## src/rtl/intr_dispatch_pkg.sv

```systemverilog
package intr_dispatch_pkg;

  // Dispatch sequencer states
  typedef enum logic [1:0] {
    ST_IDLE = 2'd0,
    ST_PUSH = 2'd1,
    ST_LOAD = 2'd2
  } dispState_e;

  // Strobes from control to datapath
  typedef struct packed {
    logic take;    // accept the winning source on this edge
    logic pushPc;  // push phase active
    logic loadPc;  // vector load phase active
  } dispStrobe_t;

endpackage

```

## src/rtl/intr_dispatch_dp.sv

```systemverilog
module intr_dispatch_dp
  import intr_dispatch_pkg::*;
#(
  parameter int NUM_SRC   = 5,
  parameter int ADDR_W    = 16,
  parameter int DATA_W    = 8,
  parameter int VEC_W     = 16,
  parameter int FLAG_ADDR = 'hFF0F,
  parameter int MASK_ADDR = 'hFFFF,
  parameter int VEC_BASE  = 'h40,
  parameter int VEC_STEP  = 8
) (
  input  logic               clk,
  input  logic               rst_n,
  input  logic [ADDR_W-1:0]  regAddr,
  input  logic               regWrEn,
  input  logic [DATA_W-1:0]  regWrData,
  output logic [DATA_W-1:0]  regRdData,
  input  logic [NUM_SRC-1:0] periphReq,
  input  logic               imeSet,
  input  logic               imeClr,
  input  dispStrobe_t        strobe,
  output logic               anyPending,
  output logic               imeQ,
  output logic [VEC_W-1:0]   vectorAddr
);

  localparam int IDX_W = (NUM_SRC > 1) ? $clog2(NUM_SRC) : 1;
  localparam int PAD_W = DATA_W - NUM_SRC;

  logic [NUM_SRC-1:0] flagsQ;
  logic [NUM_SRC-1:0] maskQ;
  logic [NUM_SRC-1:0] pend;
  logic [NUM_SRC-1:0] pendOH;
  logic [IDX_W-1:0]   winIdx;
  logic [IDX_W-1:0]   winIdxQ;
  logic               wrFlag;
  logic               wrMask;

  assign wrFlag     = regWrEn && (regAddr == ADDR_W'(FLAG_ADDR));
  assign wrMask     = regWrEn && (regAddr == ADDR_W'(MASK_ADDR));
  assign pend       = flagsQ & maskQ;
  assign anyPending = |pend;
  assign pendOH     = pend & (~pend + NUM_SRC'(1));

  // lowest set bit wins
  always_comb begin
    winIdx = '0;
    for (int i = NUM_SRC - 1; i >= 0; i--) begin
      if (pend[i]) winIdx = IDX_W'(i);
    end
  end

  // per-source flag bit: peripheral set > dispatch clear > software write
  for (genvar g = 0; g < NUM_SRC; g++) begin : gFlag
    always_ff @(posedge clk) begin
      if (!rst_n) begin
        flagsQ[g] <= 1'b0;
      end else if (periphReq[g]) begin
        flagsQ[g] <= 1'b1;
      end else if (strobe.take && pendOH[g]) begin
        flagsQ[g] <= 1'b0;
      end else if (wrFlag) begin
        flagsQ[g] <= regWrData[g];
      end
    end
  end

  always_ff @(posedge clk) begin
    if (!rst_n) begin
      maskQ <= '0;
    end else if (wrMask) begin
      maskQ <= regWrData[NUM_SRC-1:0];
    end
  end

  always_ff @(posedge clk) begin
    if (!rst_n) begin
      imeQ <= 1'b0;
    end else if (strobe.take || imeClr) begin
      imeQ <= 1'b0;
    end else if (imeSet) begin
      imeQ <= 1'b1;
    end
  end

  always_ff @(posedge clk) begin
    if (!rst_n) begin
      winIdxQ <= '0;
    end else if (strobe.take) begin
      winIdxQ <= winIdx;
    end
  end

  always_comb begin
    if (strobe.loadPc) vectorAddr = VEC_W'(VEC_BASE + int'(winIdxQ) * VEC_STEP);
    else               vectorAddr = '0;
  end

  always_comb begin
    if (regAddr == ADDR_W'(FLAG_ADDR))      regRdData = {{PAD_W{1'b1}}, flagsQ};
    else if (regAddr == ADDR_W'(MASK_ADDR)) regRdData = {{PAD_W{1'b0}}, maskQ};
    else                                    regRdData = '0;
  end

  // the edge that takes a source leaves the master enable low
  assert_ime_drop_R8: assert property (@(posedge clk) disable iff (!rst_n)
    strobe.take |=> !imeQ);

  // the served flag is gone after the taking edge unless re-requested
  assert_served_clear_R7: assert property (@(posedge clk) disable iff (!rst_n)
    (strobe.take && !(|(periphReq & pendOH))) |=> !(|(flagsQ & $past(pendOH))));

  // a peripheral pulse always lands in the flag register
  assert_periph_set_R3: assert property (@(posedge clk) disable iff (!rst_n)
    (|periphReq) |=> ((flagsQ & $past(periphReq)) == $past(periphReq)));

endmodule

```

## src/rtl/intr_dispatch_ctrl.sv

```systemverilog
module intr_dispatch_ctrl
  import intr_dispatch_pkg::*;
#(
  parameter int CLK_PER_MCYC  = 4,
  parameter int DISPATCH_MCYC = 5,
  parameter int COST_W        = 8
) (
  input  logic              clk,
  input  logic              rst_n,
  input  logic              checkReq,
  input  logic              imeQ,
  input  logic              anyPending,
  output dispStrobe_t       strobe,
  output logic [COST_W-1:0] dispatchCost
);

  localparam int DISPATCH_CLKS = CLK_PER_MCYC * DISPATCH_MCYC;

  dispState_e stateQ;
  dispState_e stateNext;

  always_comb begin
    strobe.take   = (stateQ == ST_IDLE) && checkReq && imeQ && anyPending;
    strobe.pushPc = (stateQ == ST_PUSH);
    strobe.loadPc = (stateQ == ST_LOAD);
  end

  always_comb begin
    stateNext = stateQ;
    unique case (stateQ)
      ST_IDLE: if (strobe.take) stateNext = ST_PUSH;
      ST_PUSH: stateNext = ST_LOAD;
      ST_LOAD: stateNext = ST_IDLE;
      default: stateNext = ST_IDLE;
    endcase
  end

  always_ff @(posedge clk) begin
    if (!rst_n) stateQ <= ST_IDLE;
    else        stateQ <= stateNext;
  end

  assign dispatchCost = strobe.loadPc ? COST_W'(DISPATCH_CLKS) : '0;

  // push phase is followed immediately by the load phase
  assert_push_then_load_R9: assert property (@(posedge clk) disable iff (!rst_n)
    strobe.pushPc |=> (strobe.loadPc && !strobe.pushPc));

  // load phase only ever comes straight after a push phase
  assert_load_after_push_R9: assert property (@(posedge clk) disable iff (!rst_n)
    strobe.loadPc |-> $past(strobe.pushPc));

endmodule

```

## src/rtl/intr_dispatch.sv

```systemverilog
module intr_dispatch
  import intr_dispatch_pkg::*;
#(
  parameter int NUM_SRC       = 5,
  parameter int ADDR_W        = 16,
  parameter int DATA_W        = 8,
  parameter int VEC_W         = 16,
  parameter int COST_W        = 8,
  parameter int FLAG_ADDR     = 'hFF0F,
  parameter int MASK_ADDR     = 'hFFFF,
  parameter int VEC_BASE      = 'h40,
  parameter int VEC_STEP      = 8,
  parameter int CLK_PER_MCYC  = 4,
  parameter int DISPATCH_MCYC = 5
) (
  input  logic               clk,
  input  logic               rst_n,
  input  logic [ADDR_W-1:0]  regAddr,
  input  logic               regWrEn,
  input  logic [DATA_W-1:0]  regWrData,
  output logic [DATA_W-1:0]  regRdData,
  input  logic [NUM_SRC-1:0] periphReq,
  input  logic               imeSet,
  input  logic               imeClr,
  input  logic               checkReq,
  output logic               imeOut,
  output logic               pushPc,
  output logic               loadPc,
  output logic [VEC_W-1:0]   vectorAddr,
  output logic [COST_W-1:0]  dispatchCost
);

  localparam int LAST_VEC = VEC_BASE + (NUM_SRC - 1) * VEC_STEP;

  dispStrobe_t strobe;
  logic        anyPending;
  logic        imeQ;

  intr_dispatch_ctrl #(
    .CLK_PER_MCYC (CLK_PER_MCYC),
    .DISPATCH_MCYC(DISPATCH_MCYC),
    .COST_W       (COST_W)
  ) ctrl_i (
    .clk         (clk),
    .rst_n       (rst_n),
    .checkReq    (checkReq),
    .imeQ        (imeQ),
    .anyPending  (anyPending),
    .strobe      (strobe),
    .dispatchCost(dispatchCost)
  );

  intr_dispatch_dp #(
    .NUM_SRC  (NUM_SRC),
    .ADDR_W   (ADDR_W),
    .DATA_W   (DATA_W),
    .VEC_W    (VEC_W),
    .FLAG_ADDR(FLAG_ADDR),
    .MASK_ADDR(MASK_ADDR),
    .VEC_BASE (VEC_BASE),
    .VEC_STEP (VEC_STEP)
  ) dp_i (
    .clk       (clk),
    .rst_n     (rst_n),
    .regAddr   (regAddr),
    .regWrEn   (regWrEn),
    .regWrData (regWrData),
    .regRdData (regRdData),
    .periphReq (periphReq),
    .imeSet    (imeSet),
    .imeClr    (imeClr),
    .strobe    (strobe),
    .anyPending(anyPending),
    .imeQ      (imeQ),
    .vectorAddr(vectorAddr)
  );

  assign imeOut = imeQ;
  assign pushPc = strobe.pushPc;
  assign loadPc = strobe.loadPc;

  // a push only begins after a check with the master enable set
  assert_start_needs_check_R4: assert property (@(posedge clk) disable iff (!rst_n)
    $rose(pushPc) |-> ($past(checkReq) && $past(imeOut)));

  // the vector presented on load is one of the source slots
  assert_vector_slot_R6: assert property (@(posedge clk) disable iff (!rst_n)
    loadPc |-> ((int'(vectorAddr) >= VEC_BASE) && (int'(vectorAddr) <= LAST_VEC)
                && (((int'(vectorAddr) - VEC_BASE) % VEC_STEP) == 0)));

  // master enable is already low while the push phase runs
  assert_ime_low_in_push_R8: assert property (@(posedge clk) disable iff (!rst_n)
    $rose(pushPc) |-> !imeOut);

endmodule

```

## config.mk

```make
export PLATFORM = sky130hd
export DESIGN_NAME = intr_dispatch
export DESIGN_NICKNAME = d
export VERILOG_FILES = /design/src/rtl/intr_dispatch_pkg.sv /design/src/rtl/intr_dispatch_dp.sv /design/src/rtl/intr_dispatch_ctrl.sv /design/src/rtl/intr_dispatch.sv
export SDC_FILE = /design/constraint.sdc
export NUM_CORES = 1
export LEC_CHECK = 0
export BUFFER_PORTS_ARGS = -buffer_cell sky130_fd_sc_hd__buf_2
export CORE_MARGIN = 2
export CORE_UTILIZATION = 37
export DETAILED_ROUTE_END_ITERATION = 8
export GPL_TIMING_DRIVEN = 0
export PLACE_DENSITY = 0.83
export RECOVER_POWER = 25
export SKIP_CTS_REPAIR_TIMING = 1
export SLEW_MARGIN = 40
export SYNTH_ARGS = -nofsm -noshare
export SYNTH_HDL_FRONTEND = slang
export SYNTH_SLANG_ARGS = --single-unit
```

## constraint.sdc

```tcl
create_clock -name clk -period 1.8 [get_ports clk]
set_clock_uncertainty 0.1 [all_clocks]
set_input_delay 0.18 -clock clk [delete_from_list [all_inputs] [get_ports clk]]
set_output_delay 0.18 -clock clk [all_outputs]
set_load 0.05 [all_outputs]
```

## Word-level counts from Yosys, hierarchy flattened

Index checks and enable logic that the tools add are counted.

| word-level totals | value |
|---|---|
| memories kept | 0 |
| bits in read-only memories | 0 |
| RAM bits | 0 |
| word-level logic and storage cells | 65 |
| output and inout bits | 35 |
| bits in latches | 0 |
| register bits | 16 |

| cells by class | value |
|---|---|
| add/sub/neg operators | 2 |
| multipliers | 0 |
| order comparisons | 0 |
| equality and inequality tests | 5 |
| mux-type cells | 26 |
| reduce and logical (&&, ||, !) cells | 19 |
| div/mod/pow operators | 0 |
| shift operators | 0 |
| bitwise logic cells | 4 |

Operators by type and width:

| operator | count |
|---|---|
| == test 16 bit (second input constant) | 2 |
| two-way mux 16 bit | 1 |
| two-way mux 1 bit | 15 |
| two-way mux 3 bit | 5 |
| nonzero test 3 bit | 5 |
| bitwise AND 5 bit | 2 |
| logical AND 1 bit | 10 |
| two-way mux 5 bit | 2 |
| adder 7 x 6 -> 8 bit (first input constant) | 1 |
| two-way mux 8 bit | 1 |
| adder 5 x 1 -> 5 bit (second input constant) | 1 |
| NOT 5 bit | 1 |
| OR reduction 5 bit | 1 |
| one-hot mux 2 bit (2 select lines) | 1 |
| == test 2 x 1 -> 1 bit (second input constant) | 1 |
| == test 2 bit (second input constant) | 1 |
| logical NOT 2 bit | 1 |
| two-way mux 2 bit | 1 |
| inequality test 2 x 1 -> 1 bit (second input constant) | 1 |
| OR reduction 2 bit | 1 |
| logical OR 1 bit | 1 |
| NOT 1 bit | 1 |

## Depth between registers and ports, before layout

| logic depth | value |
|---|---|
| depth after elaboration | 7 |
| mapped depth | 5 |
| gate-level depth less buffers | 4 |

## Modules after synthesis

From an unflattened synthesis, not the netlist that was laid out.

| unflattened totals | value |
|---|---|
| cells, all modules | 137 |
| area, all modules | 1093.5 µm² |

By module, submodules not included:

| module | instances | cells each | area each (µm²) |
|---|---|---|---|
| intr_dispatch_dp | 1 | 119 | 928.4 |
| intr_dispatch_ctrl | 1 | 18 | 165.2 |

## Worst setup path after synthesis

Ideal clock, no wire load.

| timing path | value |
|---|---|
| kind | input -> output |
| start | in regAddr[5] |
| end | out regRdData[0] |
| cell stages on the path | 5 |
| buffers on the path | 1 |
| arrival | 2.075 ns |
| path slack | -0.555 ns |
| cell sequence | or4_1 -> or3_1 -> buf_6 -> nor2_4 -> a22o_1 |

| between the ends | value |
|---|---|
| word-level cells in the longest chain between the ends | 3 |
| elaborated cells between the ends (all ways) | 4 |
| those cells by class | 2 x eq/ne; 2 x mux |

Ends and longest elaborated chain:

| what | RTL line | source |
|---|---|---|
| start: declaration | intr_dispatch.sv:18 | `input logic [ADDR_W-1:0] regAddr,` |
| == test 16 bit | intr_dispatch_dp.sv:102 | `else if (regAddr == ADDR_W'(MASK_ADDR)) regRdData = {{PAD_W{1'b0}}, maskQ};` |
| two-way mux 5 bit | intr_dispatch_dp.sv:102 |  |
| two-way mux 8 bit * | intr_dispatch_dp.sv:101 | `if (regAddr == ADDR_W'(FLAG_ADDR)) regRdData = {{PAD_W{1'b1}}, flagsQ};` |
| end: declaration | intr_dispatch.sv:21 | `output logic [DATA_W-1:0] regRdData,` |

Mark *: on every way between the ends. The rest lies on a longest branch, timed or not.

## Worst setup path in the final report

| timing path | value |
|---|---|
| start | in regAddr[7] |
| end | out regRdData[0] |

Same word-level chain as after synthesis.

==> run metrics <==
status finished with violations; violated checks negative setup slack; Antenna Violating Nets Remaining 0; TritonRoute pass-1 iters 5; register area 320.3 µm²; post-DP HPWL 2133 µm; CTS Buffer Depth 2; critical path class in -> out; Mapped Area 1069 µm²; overall die area 3334 µm²; Worst EP required 1.52 ns; die height 57.74 µm; RSZ-0062 raised after global routing yes; Hold Slack 0.01224 ns; Mapped Cells 130; final setup violation count 8; fmax 485.2 MHz; GRT Total Usage 0.1671; vias in the first global route 1029; WL/cell 12.22 µm; async set or reset register ratio after synthesis 0; final core occ 0.5681; Slew HR 0.5594; Cell variety after synth 34; CP Max Fanout 8; post-route minimum period 2.061 ns; area of the multi-input gates 671.9 µm²; commonest cells after routing, fill and taps aside buf_2, buf_4, conb_1; synthesized flop and latch total 16; Yosys warnings 0; most common cell after layout, fill and taps aside buf_2; R2R depth 4; layout cells sized above 1 0.4271; worst min-delay path class in -> reg; Area Growth Syn to Fin 46.60%; leakage 0.7375 nW; Final Max Tran Viols 0; Routed WL 2811 µm; Pwr Density 489.7 nW/µm²; GP Congestion 0.8358; Root Driver clkbuf_4; setup ws final -0.2608 ns; clk_lat worst skew 0.29 ns; row cnt 19; DRC 0; initial antenna violation count 0; Setup crit end kind output pin; Initial DRC Count 41; Post-synth EDFFs 0; commonest register cell after synthesis dfxtp_1; hold path start periphReq[3]; r2r startpoint dp_i.flagsQ[0]; Max rail drop VDD 0.0003269 V; fill count 278; Min-Delay Path Depth 3; number of CTS-inserted buffers 3; GRT overflow 0; Hold Vio Cnt, Final 0; layout net count 236; DR vias 1177; H-tree depth 1; die width 57.74 µm; PortBufs 47; CTS tree done; Initial Util 0.3875; sequential-to-total area share from yosys stat 0.2998; r2r setup slk 0.29 ns; core area 2758 µm²; Max Cap Violations 0; global-route wire length before repair 4395 µm; worst-margin pin slew 0.6558 ns; hold endpoint dp_i.flagsQ[3]; Worst EP arrival 1.78 ns; largest net degree at the start of global routing 11; Reg clk slew, reported paths 0.09 ns; crit start category input pin; crit share post-route 1.145; Via density 5.117; clk sinks 16; worst r2r dst dp_i.winIdxQ[2]; Ant. Diodes 0; Avg Cell Area, Syn 8.219 µm²; io pins 70
[worst max-delay path, cell delays in order]
cell	delay (ns)
buf_6	0.09
or4_4	0.52
or3_4	0.43
nor2_4	0.23
a22o_4	0.19
buf_8	0.14
[report_power, final]
group / total, mW / internal (mW) / switching, mW
Sequential: 0.381 / 0.365 / 0.0160
Combinational: 0.197 / 0.0696 / 0.127
Clock: 0.189 / 0.0778 / 0.111
Total: 0.767 / 0.513 / 0.254
[sequential cells by signal (all words and copies together), names as in the netlist]
signal and flops:
dp_i.imeQ 1, dp_i.flagsQ 5, dp_i.winIdxQ 3, dp_i.maskQ 5, ctrl_i.stateQ 2
[routing by layer]
| layer | GRT usage | vias to the layer above | wire, µm |
|---|---|---|---|
| li1 | - | 588 | - |
| met1 | 0.2132 | 518 | 1128 |
| met2 | 0.2808 | 66 | 1366 |
| met3 | 0.03125 | 5 | 273 |
| met4 | 0.05980 | 0 | 42 |
| met5 | 0 | - | 0 |
[stage by stage]
step / cell area [µm²] / setup slack, ns / cells / total power [mW] / TNS [ns]
2_1_floorplan: 1179 / -0.3394 / 147 / 0.5315 / -2.370
3_3_place_gp: 1453 / -0.4281 / 225 / 0.5769 / -3.300
3_5_place_dp: 1453 / -0.4225 / 225 / 0.5781 / -3.299
4_1_cts: 1475 / -0.4299 / 228 / 0.7622 / -3.259
5_1_grt: 1567 / -0.3223 / 230 / 0.8022 / -2.462
6_report: 1567 / -0.2608 / 230 / 0.7672 / -1.989
[cell families (layout without fill, tap and decap cells)]
kind of cell	Yosys count	after routing	share of synthesized area
flops	16	16	0.2998
compound gates	33	33	0.2143
simple gates	53	53	0.2998
buf+inv	27	79	0.1827
other cells	1	18	0.003510
[synth_stat cells (5+ instances only)]
cell / count / area share
o2111ai_1: 5 / 0.041
nand3_1: 11 / 0.052
buf_4: 23 / 0.16
dfxtp_1: 16 / 0.30
nand4_1: 8 / 0.047
nand2_1: 9 / 0.032
o211ai_1: 5 / 0.035
o21ai_1: 5 / 0.023
and2_1: 7 / 0.041
a21oi_1: 8 / 0.037
a22o_1: 5 / 0.041
[cell type report]
type	instances	share of cell area
multi-input cells	104	0.4289
flip-flops and latches	16	0.2045
plain buffers	25	0.1150
well taps	31	0.02476
inverters	1	0.002396
repair buffers	50	0.2101
clock buffers	3	0.01438
[worst max path at each step]
| stage | startpoint | end | slack, ns | cells past startpoint |
|---|---|---|---|---|
| 3_5_place_dp | regAddr[5] | regRdData[0] | -0.42 | 7 |
| 2_1_floorplan | regAddr[5] | regRdData[0] | -0.34 | 5 |
| 6_report | regAddr[7] | regRdData[0] | -0.26 | 6 |
| 3_3_place_gp | regAddr[5] | regRdData[4] | -0.43 | 7 |
| 5_1_grt | regAddr[7] | regRdData[4] | -0.32 | 6 |
| 4_1_cts | regAddr[5] | regRdData[0] | -0.43 | 7 |
Power figures use the tool's default switching activity.
